===== src/rtl/irq_pkg.sv =====
package irq_pkg;
    localparam int PRIO_W = 4;
    typedef logic [PRIO_W-1:0] prio_t;
    localparam prio_t MAX_PRIO = 4'hF;

    typedef struct packed {
        logic prev;
        logic pend;
    } brk_st_t;
endpackage


===== src/rtl/irq_prio_regs.sv =====
module irq_prio_regs
    import irq_pkg::*;
#(
    parameter int NUM_SRC = 6,
    localparam int IDX_W  = $clog2(NUM_SRC),
    localparam int FLAT_W = NUM_SRC * PRIO_W
) (
    input  logic             clk,
    input  logic             rst_n,
    input  logic             wr_en,
    input  logic [IDX_W-1:0] wr_idx,
    input  prio_t            wr_val,
    output logic [FLAT_W-1:0] prio_flat
);
    logic [FLAT_W-1:0] flat_d, flat_q;

    always_comb begin
        flat_d = flat_q;
        if (wr_en && (int'(wr_idx) < NUM_SRC))
            flat_d[int'(wr_idx)*PRIO_W +: PRIO_W] = wr_val;
    end

    always_ff @(posedge clk or negedge rst_n) begin
        if (!rst_n) flat_q <= '0;
        else        flat_q <= flat_d;
    end

    assign prio_flat = flat_q;
endmodule


===== src/rtl/irq_brk_latch.sv =====
module irq_brk_latch
    import irq_pkg::*;
(
    input  logic clk,
    input  logic rst_n,
    input  logic evt,
    input  logic clr,
    output logic pend
);
    brk_st_t st_d, st_q;

    always_comb begin
        st_d      = st_q;
        st_d.prev = evt;
        // a new edge in the clearing cycle is kept
        st_d.pend = (st_q.pend & ~clr) | (evt & ~st_q.prev);
    end

    always_ff @(posedge clk or negedge rst_n) begin
        if (!rst_n) st_q <= '0;
        else        st_q <= st_d;
    end

    assign pend = st_q.pend;
endmodule


===== src/rtl/irq_arb.sv =====
module irq_arb
    import irq_pkg::*;
#(
    parameter int NUM_SRC = 6,
    localparam int IDX_W  = $clog2(NUM_SRC),
    localparam int FLAT_W = NUM_SRC * PRIO_W
) (
    input  logic [NUM_SRC-1:0] req,
    input  logic [FLAT_W-1:0]  prio_flat,
    input  logic               brk_pend,
    input  prio_t              mask,
    output logic               any,
    output logic               win_brk,
    output logic [IDX_W-1:0]   win_idx,
    output prio_t              win_lvl
);
    always_comb begin
        prio_t best;
        best    = mask;
        any     = 1'b0;
        win_brk = 1'b0;
        win_idx = '0;
        win_lvl = '0;
        // ascending scan with strict compare keeps the lowest index on ties
        for (int i = 0; i < NUM_SRC; i++) begin
            if (req[i] && (prio_flat[i*PRIO_W +: PRIO_W] > best)) begin
                best    = prio_flat[i*PRIO_W +: PRIO_W];
                any     = 1'b1;
                win_idx = IDX_W'(i);
                win_lvl = best;
            end
        end
        if (brk_pend && (mask != MAX_PRIO)) begin
            any     = 1'b1;
            win_brk = 1'b1;
            win_idx = '0;
            win_lvl = MAX_PRIO;
        end
    end
endmodule


===== src/rtl/irq_prio_resolver.sv =====
module irq_prio_resolver
    import irq_pkg::*;
#(
    parameter int NUM_SRC  = 6,
    parameter int VEC_W    = 8,
    parameter int VEC_BASE = 64,
    parameter int BRK_VEC  = 11,
    localparam int IDX_W   = $clog2(NUM_SRC),
    localparam int FLAT_W  = NUM_SRC * PRIO_W
) (
    input  logic               clk,
    input  logic               rst_n,
    input  logic [NUM_SRC-1:0] src_req,
    input  logic               brk_evt,
    input  logic               cfg_we,
    input  logic [IDX_W-1:0]   cfg_idx,
    input  logic [3:0]         cfg_prio,
    input  logic [3:0]         cur_mask,
    output logic               cpu_req,
    input  logic               cpu_ack,
    output logic [VEC_W-1:0]   cpu_vec,
    output logic [3:0]         cpu_new_mask
);
    typedef struct packed {
        logic             req;
        logic             brk;
        logic [IDX_W-1:0] idx;
        prio_t            lvl;
        logic [VEC_W-1:0] vec;
    } hs_t;

    hs_t hs_d, hs_q;

    logic [FLAT_W-1:0] prio_flat;
    logic              brk_pend;
    logic              brk_clr;
    logic              arb_any;
    logic              arb_brk;
    logic [IDX_W-1:0]  arb_idx;
    prio_t             arb_lvl;

    irq_prio_regs #(.NUM_SRC(NUM_SRC)) u_regs (
        .clk      (clk),
        .rst_n    (rst_n),
        .wr_en    (cfg_we),
        .wr_idx   (cfg_idx),
        .wr_val   (cfg_prio),
        .prio_flat(prio_flat)
    );

    assign brk_clr = hs_q.req & cpu_ack & hs_q.brk;

    irq_brk_latch u_brk (
        .clk  (clk),
        .rst_n(rst_n),
        .evt  (brk_evt),
        .clr  (brk_clr),
        .pend (brk_pend)
    );

    irq_arb #(.NUM_SRC(NUM_SRC)) u_arb (
        .req      (src_req),
        .prio_flat(prio_flat),
        .brk_pend (brk_pend),
        .mask     (cur_mask),
        .any      (arb_any),
        .win_brk  (arb_brk),
        .win_idx  (arb_idx),
        .win_lvl  (arb_lvl)
    );

    always_comb begin
        hs_d = hs_q;
        if (hs_q.req) begin
            if (cpu_ack)
                hs_d.req = 1'b0;
            else if (!hs_q.brk && !src_req[hs_q.idx])
                hs_d.req = 1'b0;
        end else if (arb_any) begin
            hs_d.req = 1'b1;
            hs_d.brk = arb_brk;
            hs_d.idx = arb_idx;
            hs_d.lvl = arb_lvl;
            hs_d.vec = arb_brk ? VEC_W'(BRK_VEC)
                               : VEC_W'(VEC_BASE) + VEC_W'(arb_idx);
        end
    end

    always_ff @(posedge clk or negedge rst_n) begin
        if (!rst_n) hs_q <= '0;
        else        hs_q <= hs_d;
    end

    assign cpu_req      = hs_q.req;
    assign cpu_vec      = hs_q.vec;
    assign cpu_new_mask = hs_q.lvl;
endmodule


===== config.mk =====
export PLATFORM = sky130hd
export DESIGN_NAME = irq_prio_resolver
export DESIGN_NICKNAME = d
export VERILOG_FILES = /design/src/rtl/irq_pkg.sv /design/src/rtl/irq_prio_regs.sv /design/src/rtl/irq_brk_latch.sv /design/src/rtl/irq_arb.sv /design/src/rtl/irq_prio_resolver.sv
export SDC_FILE = /design/constraint.sdc
export NUM_CORES = 1
export LEC_CHECK = 0
export BUFFER_PORTS_ARGS = -buffer_cell sky130_fd_sc_hd__buf_2
export CORE_MARGIN = 1.5
export CORE_UTILIZATION = 40
export DETAILED_ROUTE_END_ITERATION = 10
export HOLD_SLACK_MARGIN = 0.15
export SETUP_SLACK_MARGIN = 0.5
export SYNTH_ARGS = -nofsm -noshare
export SYNTH_HDL_FRONTEND = slang
export SYNTH_SLANG_ARGS = --single-unit

===== constraint.sdc =====
create_clock -name clk -period 27 [get_ports clk]
set_input_delay 5.4 -clock clk [delete_from_list [all_inputs] [get_ports clk]]
set_output_delay 5.4 -clock clk [all_outputs]
set_load 0.05 [all_outputs]

-- Yosys cells after proc, flatten, opt, wreduce, memory -nomap -nowiden
Cells that the tools add are included.
- add/sub/neg operators: 2
- order comparisons: 8
- eq/ne operators: 1
- shift operators: 2
- muxes and demuxes: 34
- bitwise gates (word level): 8
- reduce and logical (&&, ||, !) cells: 12
- operator list (kind ; count):
    4-bit two-way mux ; 12
    5-bit negation with 33-bit output ; 1
    4-bit by 33-bit variable shift with 24-bit output (first input constant) ; 1
    4-bit by 33-bit indexed part select with 24-bit output ; 1
    24-bit bitwise mux ; 1
    4-bit > comparator ; 6
    17-bit two-way mux ; 1
    1-bit two-way mux ; 13
    1-bit logical AND ; 9
    3-bit two-way mux ; 3
    7-bit by 3-bit adder with 8-bit output (first input constant) ; 1
    8-bit two-way mux ; 1
    1-bit AND ; 4
    3-bit by 4-bit < comparator with 1-bit output (second input constant) ; 1
    2-bit two-way mux ; 2
    4-bit != test (second input constant) ; 1
    1-bit binary-select mux with 3-bit select ; 1
    3-bit < comparator (second input constant) ; 1
    1-bit NOT ; 3
    1-bit zero test ; 2
    2-bit AND reduction ; 1
    1-bit OR ; 1
- flip-flop bits (word level): 43
- input port bits: 22

-- Depth between registers and ports, before layout
Gate-level depths: netlist of the first run.
- depth after elaboration: 23
- depth in mapped cells: 58

-- By module
From an unflattened synthesis of the first run, not the netlist that was laid out.
- cells, all modules: 363
- area total of the unflattened synthesis: 3233.1 um2
- modules (own cells, without submodules) (module ; times used ; cells an instance ; area an instance (um2) ; sequential area each (um2)):
    irq_arb ; 1 ; 199 ; 1353.8 ; 0.0
    irq_prio_regs ; 1 ; 100 ; 1128.6 ; 600.6
    irq_prio_resolver ; 1 ; 59 ; 680.7 ; 325.3
    irq_brk_latch ; 1 ; 5 ; 70.1 ; 50.0

-- Least setup slack after synthesis of the first run
Ideal clock, no wire load.
- kind: in2reg
- from: input cur_mask[1]
- to: register hs_q (netlist bit cpu_req)
- arrival time: 14.655 ns
- required time: 26.880 ns
- setup slack: 12.225 ns
- stages on the path: 53
- path buffers: 4
- path through: inv_1 -> ha_1 -> nor2b_1 -> o211ai_1 -> a21oi_1 -> nand2_1 -> o21a_1 -> ha_1 -> nand3_1 -> or4_4 -> o211a_1 -> nand2_1 -> nor2_1 -> a21oi_1 -> inv_1 -> ha_1 -> nor2b_1 -> a2bb2oi_1 -> (+17 left out) -> a21oi_1 -> o22ai_1 -> o221a_2 -> clkbuf_1 -> o21a_1 -> ha_1 -> nor2b_1 -> o21ai_0 -> nand2b_1 -> a21oi_1 -> nor2_1 -> or2_2 -> or3_1 -> or4_1 -> nor2_1 -> a211oi_2 -> buf_6 -> a31o_2
- RTL lines (what ; line ; RTL):
    start, declared ; irq_prio_resolver.sv:18 ; input logic [3:0] cur_mask,
    end signal, assigned ; irq_prio_resolver.sv:91 ; else hs_q <= hs_d;
    end, declared ; irq_prio_resolver.sv:32 ; hs_t hs_d, hs_q;

-- Final worst setup path of the first run
- from: input cur_mask[1]
- to: register hs_q (netlist bit cpu_new_mask[1])
- longest elaborated chain between the ends: 20
- elaborated cells on any way between the ends: 34
- classes of those cells: order compare: 6; eq/ne: 1; mux: 19; reduce/logical: 8
- ends and longest elaborated chain (what ; line ; RTL):
    4-bit > comparator ; irq_arb.sv:26 ; if (req[i] && (prio_flat[i*PRIO_W +: PRIO_W] > best)) begin
    1-bit logical AND ; irq_arb.sv:26 ;
    4-bit two-way mux ; irq_arb.sv:26 ;
    4-bit > comparator ; irq_arb.sv:26 ;
    1-bit logical AND ; irq_arb.sv:26 ;
    4-bit two-way mux ; irq_arb.sv:26 ;
    4-bit > comparator ; irq_arb.sv:26 ;
    1-bit logical AND ; irq_arb.sv:26 ;
    (+4 left out) ; - ;
    4-bit > comparator ; irq_arb.sv:26 ;
    1-bit logical AND ; irq_arb.sv:26 ;
    4-bit two-way mux ; irq_arb.sv:26 ;
    4-bit > comparator ; irq_arb.sv:26 ;
    1-bit logical AND ; irq_arb.sv:26 ;
    1-bit two-way mux ; irq_arb.sv:26 ;
    1-bit two-way mux ; irq_arb.sv:33 ; if (brk_pend && (mask != MAX_PRIO)) begin
    2-bit AND reduction (no source line) ; - ;
Several ways; a longest one is shown, not always the timed one.
A chain may end at the register's enable or synchronous reset.

==> results of run 1 <==
[logic make-up after synthesis]
logic type | count (synthesis) | synth area share [%]
flops | 38 | 31.0
mux | 23 | 8.62
compound gates | 92 | 21.3
buf+inv | 50 | 8.37
simple gates | 126 | 19.6
fa+ha+maj | 27 | 10.9
other cells | 1 | 0.122
[placed cells by master (no fill, tap or decap), types with 3 or more instances in the layout]
cell type	netlist	layout
a31oi_1	3	3
and3_1	4	4
o21a_1	7	7
o31ai_1	4	4
conb_1	1	3
a21o_2	3	3
nand3b_1	3	3
mux2i_1	5	5
a21oi_1	15	15
nand2b_1	5	5
nor2b_1	4	4
inv_1	30	30
nand3_1	11	11
mux2_2	17	17
nand4_1	3	3
and3_2	3	3
dfrtp_1	38	38
o21ai_0	25	25
nor2_1	33	33
a211oi_1	7	7
ha_1	26	26
nand2_1	47	47
buf_2	0	31
o22ai_1	3	3
clkbuf_8	0	6
[cell type report]
type                    count  area, sq um  area share (%)
repair buffers             31          155            4.70
clock inverters             2         12.5           0.379
flip-flops and latches     38          951            28.8
well taps                  99          124            3.75
multi-input cells         271         1860            56.5
inverters                  30          113            3.41
clock buffers               6         82.6            2.50
[state kept, by name, indices dropped and copies added, names as in the netlist]
signal,count
cpu_new_mask,4
cpu_req,1
cpu_vec,5
hs_q,2
u_brk.pend,1
u_brk.st_q,1
u_regs.prio_flat,24
[layer usage]
| layer | routed length (um) | up-vias | track usage, % |
|---|---|---|---|
| li1 | - | 1299 | - |
| met4 | 51 | 0 | 3.97 |
| met5 | 0 | - | 0 |
| met3 | 217 | 4 | 3.45 |
| met2 | 3290 | 48 | 30.1 |
| met1 | 3480 | 1158 | 25.5 |
[how the worst min path moves through the flow]
stage          cells past startpoint          start          to
2_1_floorplan                      1  u_brk.st_q[1]  u_brk.pend
3_3_place_gp                       1  u_brk.st_q[1]  u_brk.pend
3_5_place_dp                       1  u_brk.st_q[1]  u_brk.pend
4_1_cts                            1  u_brk.st_q[1]  u_brk.pend
5_1_grt                            1  u_brk.st_q[1]  u_brk.pend
6_report                           1  u_brk.st_q[1]  u_brk.pend
[Yosys cell counts (3+ instances only)]
| library cell | instances | area share (%) |
|---|---|---|
| a211oi_1 | 7 | 1.7 |
| a21o_2 | 3 | 0.86 |
| a21oi_1 | 15 | 2.4 |
| a31oi_1 | 3 | 0.61 |
| and3_1 | 4 | 0.82 |
| and3_2 | 3 | 0.73 |
| buf_4 | 12 | 2.9 |
| clkbuf_1 | 6 | 0.73 |
| dfrtp_1 | 38 | 31 |
| ha_1 | 26 | 11 |
| inv_1 | 30 | 3.7 |
| mux2_2 | 17 | 6.2 |
| mux2i_1 | 5 | 1.6 |
| nand2_1 | 47 | 5.8 |
| nand2b_1 | 5 | 1.0 |
| nand3_1 | 11 | 1.8 |
| nand3b_1 | 3 | 0.73 |
| nand4_1 | 3 | 0.61 |
| nor2_1 | 33 | 4.0 |
| nor2b_1 | 4 | 0.82 |
| o21a_1 | 7 | 1.7 |
| o21ai_0 | 25 | 4.1 |
| o22ai_1 | 3 | 0.61 |
| o31ai_1 | 4 | 0.98 |
[metrics by stage]
stage / cells / power, uW
finish: 477 / 231
global route: 477 / 249
CTS: 477 / 233
global placement: 469 / 189
detailed placement: 469 / 191
floorplan: 359 / 174
[power by group through the flow]
stage          registers (uW)  clock network, uW  logic [uW]
3_3_place_gp             80.0                  0         109
5_1_grt                  81.1               45.0         123
3_5_place_dp             80.2                  0         110
6_report                 78.8               41.1         111
4_1_cts                  79.0               42.7         111
2_1_floorplan            79.5                  0        94.7
==> impl_results.md, run 1 <==
* Routed Antenna Nets at 0
* DP HPWL at around 5700 um
* Ports at 35
* Gpl congestion at 0.822
* CP startpoint: cur_mask[1]
* F_max at ~0.062 GHz
* Final hold vios at 0
* CTS tree: built
* PwrDens at 69.8 nW/um^2
* Final worst-path cycle share at 59.4%
* Area delta synth->final at 7.76%
* Lkg Pwr at 0.00157 uW
* Number of flops mapped to enable cells by yosys at 0
* Post-synth ARST share at 100%
* Share of layout cells above drive strength 1 at around a fifth
* Clock skew at 2.64 ps
* Tmin final at between 15000 and 20000 ps
* Gr ovfl total at 0
* Drt drc at 0
* Crit Path Class: in -> reg
* Die Width at 90.5 um
* CP top delay family: compound AO/OA/AOI/OAI gates
* Root buf cell: clkbuf_8
* Placed Area at 3210 sq um
* Buf/Inv on CP at 3
* Net Switching at between 100 and 150 uW
* Yosys cell types at 57
* Initial core utilization at between 40% and 50%
* Post_cts resized at 0
* Syn Inst Count at 357
* Vias in the first global route at 2449
* Register share of total power at 34.2%
* CP max FO at 19
* WL final at roughly 7000 um
* Dpl ws at 10750 ps
* Worst path depth at 51
* Nets at 425
* Hold WS at 437 ps
* Setup tns final at 0 ps
* Initial antenna violation count at 0
* Pin count of the biggest net entering global routing at 39
* # port buffers at 31
* CP max-delay cell: a211oi_2
* H-tree depth at 2
* Switch share at 44.2%
* Clock share of power at 17.8%
* Reg-to-reg endpoint: cpu_new_mask[1]
* Worst r2r src: u_regs.prio_flat[1]
* Later-pin clock latency in the skew report at roughly 290 ps
* Crit path launch type: input port
* Final setup margin at between 10000 and 15000 ps
* Worst vdd ir at approximately 20 uV
* Row Count at 31
* Tot GR Track Use at a little under a fifth
* DR pass1 iterations at 4
* Worst R2R Path Depth at 49
* Via count at 2509
* Clock transition at the registers of the reported paths at 80 ps
* Postcts setup bufs at 0
* Cell internal pwr at 129 uW
* Register area share after synthesis at 31.0%
* Finish-stage setup viols at 0
* Critical path arrival at ~16000 ps
* Via/cell ratio at around 5.3
* RSZ-0062 raised after global routing: no
* First-pass GRT wire length at approximately 12000 um
* CP Capture Point: cpu_new_mask[1]
* Main synth FF type: dfrtp_1
* Slew headroom at 28.1%
* Core ar. at about 7300 sq um
* Drt wl/cell at 14.7 um
* Fillers at 749
* CTS Sinks at 38
* CTS Hold Bufs at 0
* Initial DRC count at 93
* ANT cells at 0
* Outcome: finished clean
* Critical path's largest stage delay at between 800 and 900 ps
* Die Area at a little over 8000 sq um
* CP required at between 20000 and 30000 ps
* Synth Area per Inst at 8.58 sq um
* Reg-to-reg setup timing slack at 15800 ps
* Deepest clock path buffer count at 2
* Total CTS buffers at 5
* Die H at slightly above 90 um
* Max-cap violations at 0
* Design area at 3300 sq um
* Mapped Area at 3060 sq um
* Tightest Pin Transition at about 1100 ps
* Yosys warning total at 0
* Combinational power share at 48.0%
* Seq cells post-synth at 38
* Worst Hold Class: reg -> reg
* Slew Limit Fails at 0
* Crit end category: flop
* Post-layout util at 45.0%
Power figures use the tool's default switching activity.
==> run 2, diff against run 1 <==
- clock period: 27 -> 13.7 ns (I/O delays scaled with it)
==> run 2 against run 1 <==
- wire length is 3.0% higher
- combinational power rose by 100%
- final cell count is 1.3% higher
- worst setup slack worse by 9800 ps
- critical path type unchanged
- critical endpoint is now cpu_vec[2]
- highest routed layer unchanged
==> impl_results.md, run 2 (synthesized netlist as in run 1, its figures left out) <==
* Initial DRC count at 125 (+34%)
* Worst path depth at 48 (-5.9%)
* Global-route met1 utilization at 25.8% (+0.33 points)
* Met2 Track Usage GR at 30.1% (+0.063 points)
* Drt drc at 0 (unchanged)
* CP max FO at 19 (unchanged)
* Most frequent cells in the layout: nand2_1 (47), dfrtp_1 (38), buf_2 (31)
* Tmin final at 12530 ps
* ANT cells at 0 (unchanged)
* Setup tns final at 0 ps (unchanged)
* Die H at 90.5 um (unchanged)
* Switch share at 44.9% (+0.70 points)
* CTS tree: built
* H-tree depth at 2 (unchanged)
* # port buffers at 31 (unchanged)
* CTS Hold Bufs at 0 (unchanged)
* Via count at 2554 (+1.8%)
* Combinational power share at 48.6% (+0.6 points)
* Die Area at 8190 sq um (unchanged)
* CP required at 13900 ps (-13270 ps)
* Gpl congestion at 0.888 (+8.1%)
* CP max-delay cell: or4_4
* Root buf cell: clkbuf_8
* Worst R2R Path Depth at 46 (-6.1%)
* Vias in the first global route at 2427 (-0.90%)
* Net Switching at 210 uW (+110%)
* Core ar. at 7330 sq um (unchanged)
* Later-pin clock latency in the skew report at 310 ps (+20 ps)
* F_max at 0.0798 GHz
* Die Width at 90.5 um (unchanged)
* Fillers at 735 (-1.9%)
* Hold depth at 1 (unchanged)
* CTS Sinks at 38 (unchanged)
* RSZ-0062 raised after global routing: no
* Total CTS buffers at 5 (unchanged)
* Pin count of the biggest net entering global routing at 39 (unchanged)
* Area delta synth->final at 10.5%
* Crit Path Class: in -> reg
* Register share of total power at 33.4% (-0.8 points)
* Via/cell ratio at 5.29 (+0.53%)
* Routed Antenna Nets at 0 (unchanged)
* Cell internal pwr at 257 uW (+100%)
* Slew headroom at 28.4% (+0.32 points)
* DR pass1 iterations at 6 (+2)
* Outcome: finished clean
* Gr ovfl total at 0 (unchanged)
* Most used cell, CP: ha_1
* Flip-flop count of the largest register after layout at 24 (unchanged)
* Share of layout cells above drive strength 1 at 22.7% (+2.6 points)
* Initial antenna violation count at 0 (unchanged)
* Ports at 35 (unchanged)
* CP top delay family: compound AO/OA/AOI/OAI gates
* First-pass GRT wire length at 12200 um (+0.79%)
* DP HPWL at 5670 um (about the same)
* Initial core utilization at 41.8% (unchanged)
* Finish-stage setup viols at 0 (unchanged)
* Nets at 431 (+1.4%)
* Final setup margin at 1170 ps (-9800 ps)
* Tot GR Track Use at 18.7% (+0.22 points)
* Clock transition at the registers of the reported paths at 80 ps (about the same)
* Slew Limit Fails at 0 (unchanged)
* Worst Hold Class: reg -> reg
* Hold WS at 436 ps (-1.06 ps)
* Clock share of power at 18.0% (+0.2 points)
* WL final at 7250 um (+3.0%)
* Max-cap violations at 0 (unchanged)
* Clock skew at 10.2 ps (+7.55 ps)
* Drt wl/cell at 15.0 um (+1.7%)
* Multi-input logic area at 1900 sq um (+2.0%)
* Worst vdd ir at 39.3 uV (+95%)
* Post-layout util at 46.2% (+1.1 points)
* Most Used Layer, Global Route: met2
* Final hold vios at 0 (unchanged)
* Lkg Pwr at 0.00160 uW (+2.0%)
* Final worst-path cycle share at roughly nine tenths
* Commonest non-fill, non-tap cell in the layout: nand2_1
* PwrDens at 138 nW/um^2 (+98%)
* Buf/Inv on CP at 4 (+1)
* Dpl ws at 130 ps (-10620 ps)
* Tightest Pin Transition at 1060 ps (-16.7 ps)
* Deepest clock path buffer count at 2 (unchanged)
* Critical path's largest stage delay at 420 ps (-460 ps)
* Crit end category: flop
* Met3 usage in global routing at 4.12% (+0.67 points)
* Row Count at 31 (unchanged)
* Crit path launch type: input port
* Sequential cell area at 951 sq um (unchanged)
* Critical path arrival at 12730 ps (-3470 ps)
run 2: power by group through the flow:
stage	logic [uW]	registers (uW)	clock network, uW
global route	249	161	91.4
global placement	218	158	0
floorplan	187	157	0
detailed placement	220	158	0
CTS	223	157	85.5
finish	227	156	84.1
run 2: path summary, 6_finish.rpt:
check,slack [ps],start,endpoint
hold / removal,440,u_brk.st_q[1],u_brk.pend
setup reg to reg,3320,u_regs.prio_flat[1],cpu_vec[2]
min in group asynchronous,2530,rst_n,cpu_new_mask[3]
hold reg to reg,440,u_brk.st_q[1],u_brk.pend
max in group asynchronous,10640,rst_n,u_regs.prio_flat[16]
setup / recovery,1170,cur_mask[1],cpu_vec[2]
run 2: area by class of cell:
| class | count | share of cell area [%] |
|---|---|---|
| well taps | 99 | 3.66 |
| flip-flops and latches | 38 | 28.1 |
| repair buffers | 37 | 5.91 |
| inverters | 30 | 3.33 |
| multi-input cells | 271 | 56.2 |
| clock buffers | 6 | 2.44 |
| clock inverters | 2 | 0.370 |
run 2: timing repair:
item	CTS	global route
pin swaps	0	2
gates resized for setup	1	8
cloned	0	0
setup buffers	0	4
setup endpoints to repair	4	12
run 2: metrics by stage:
stage	area, sq um	total power (uW)	cells
finish	3380	467	483
global route	3380	501	483
CTS	3320	465	479
detailed placement	3220	378	471
global placement	3220	376	471
floorplan	3070	343	359
run 2: per-layer routing:
| metal | up-vias | part of all wire [%] | routed length [um] |
|---|---|---|---|
| met1 | 1195 | 49 | 3540 |
| met5 | - | 0 | 0 |
| li1 | 1309 | - | - |
| met3 | 5 | 3.4 | 248 |
| met2 | 45 | 47 | 3390 |
| met4 | 0 | 0.92 | 67 |
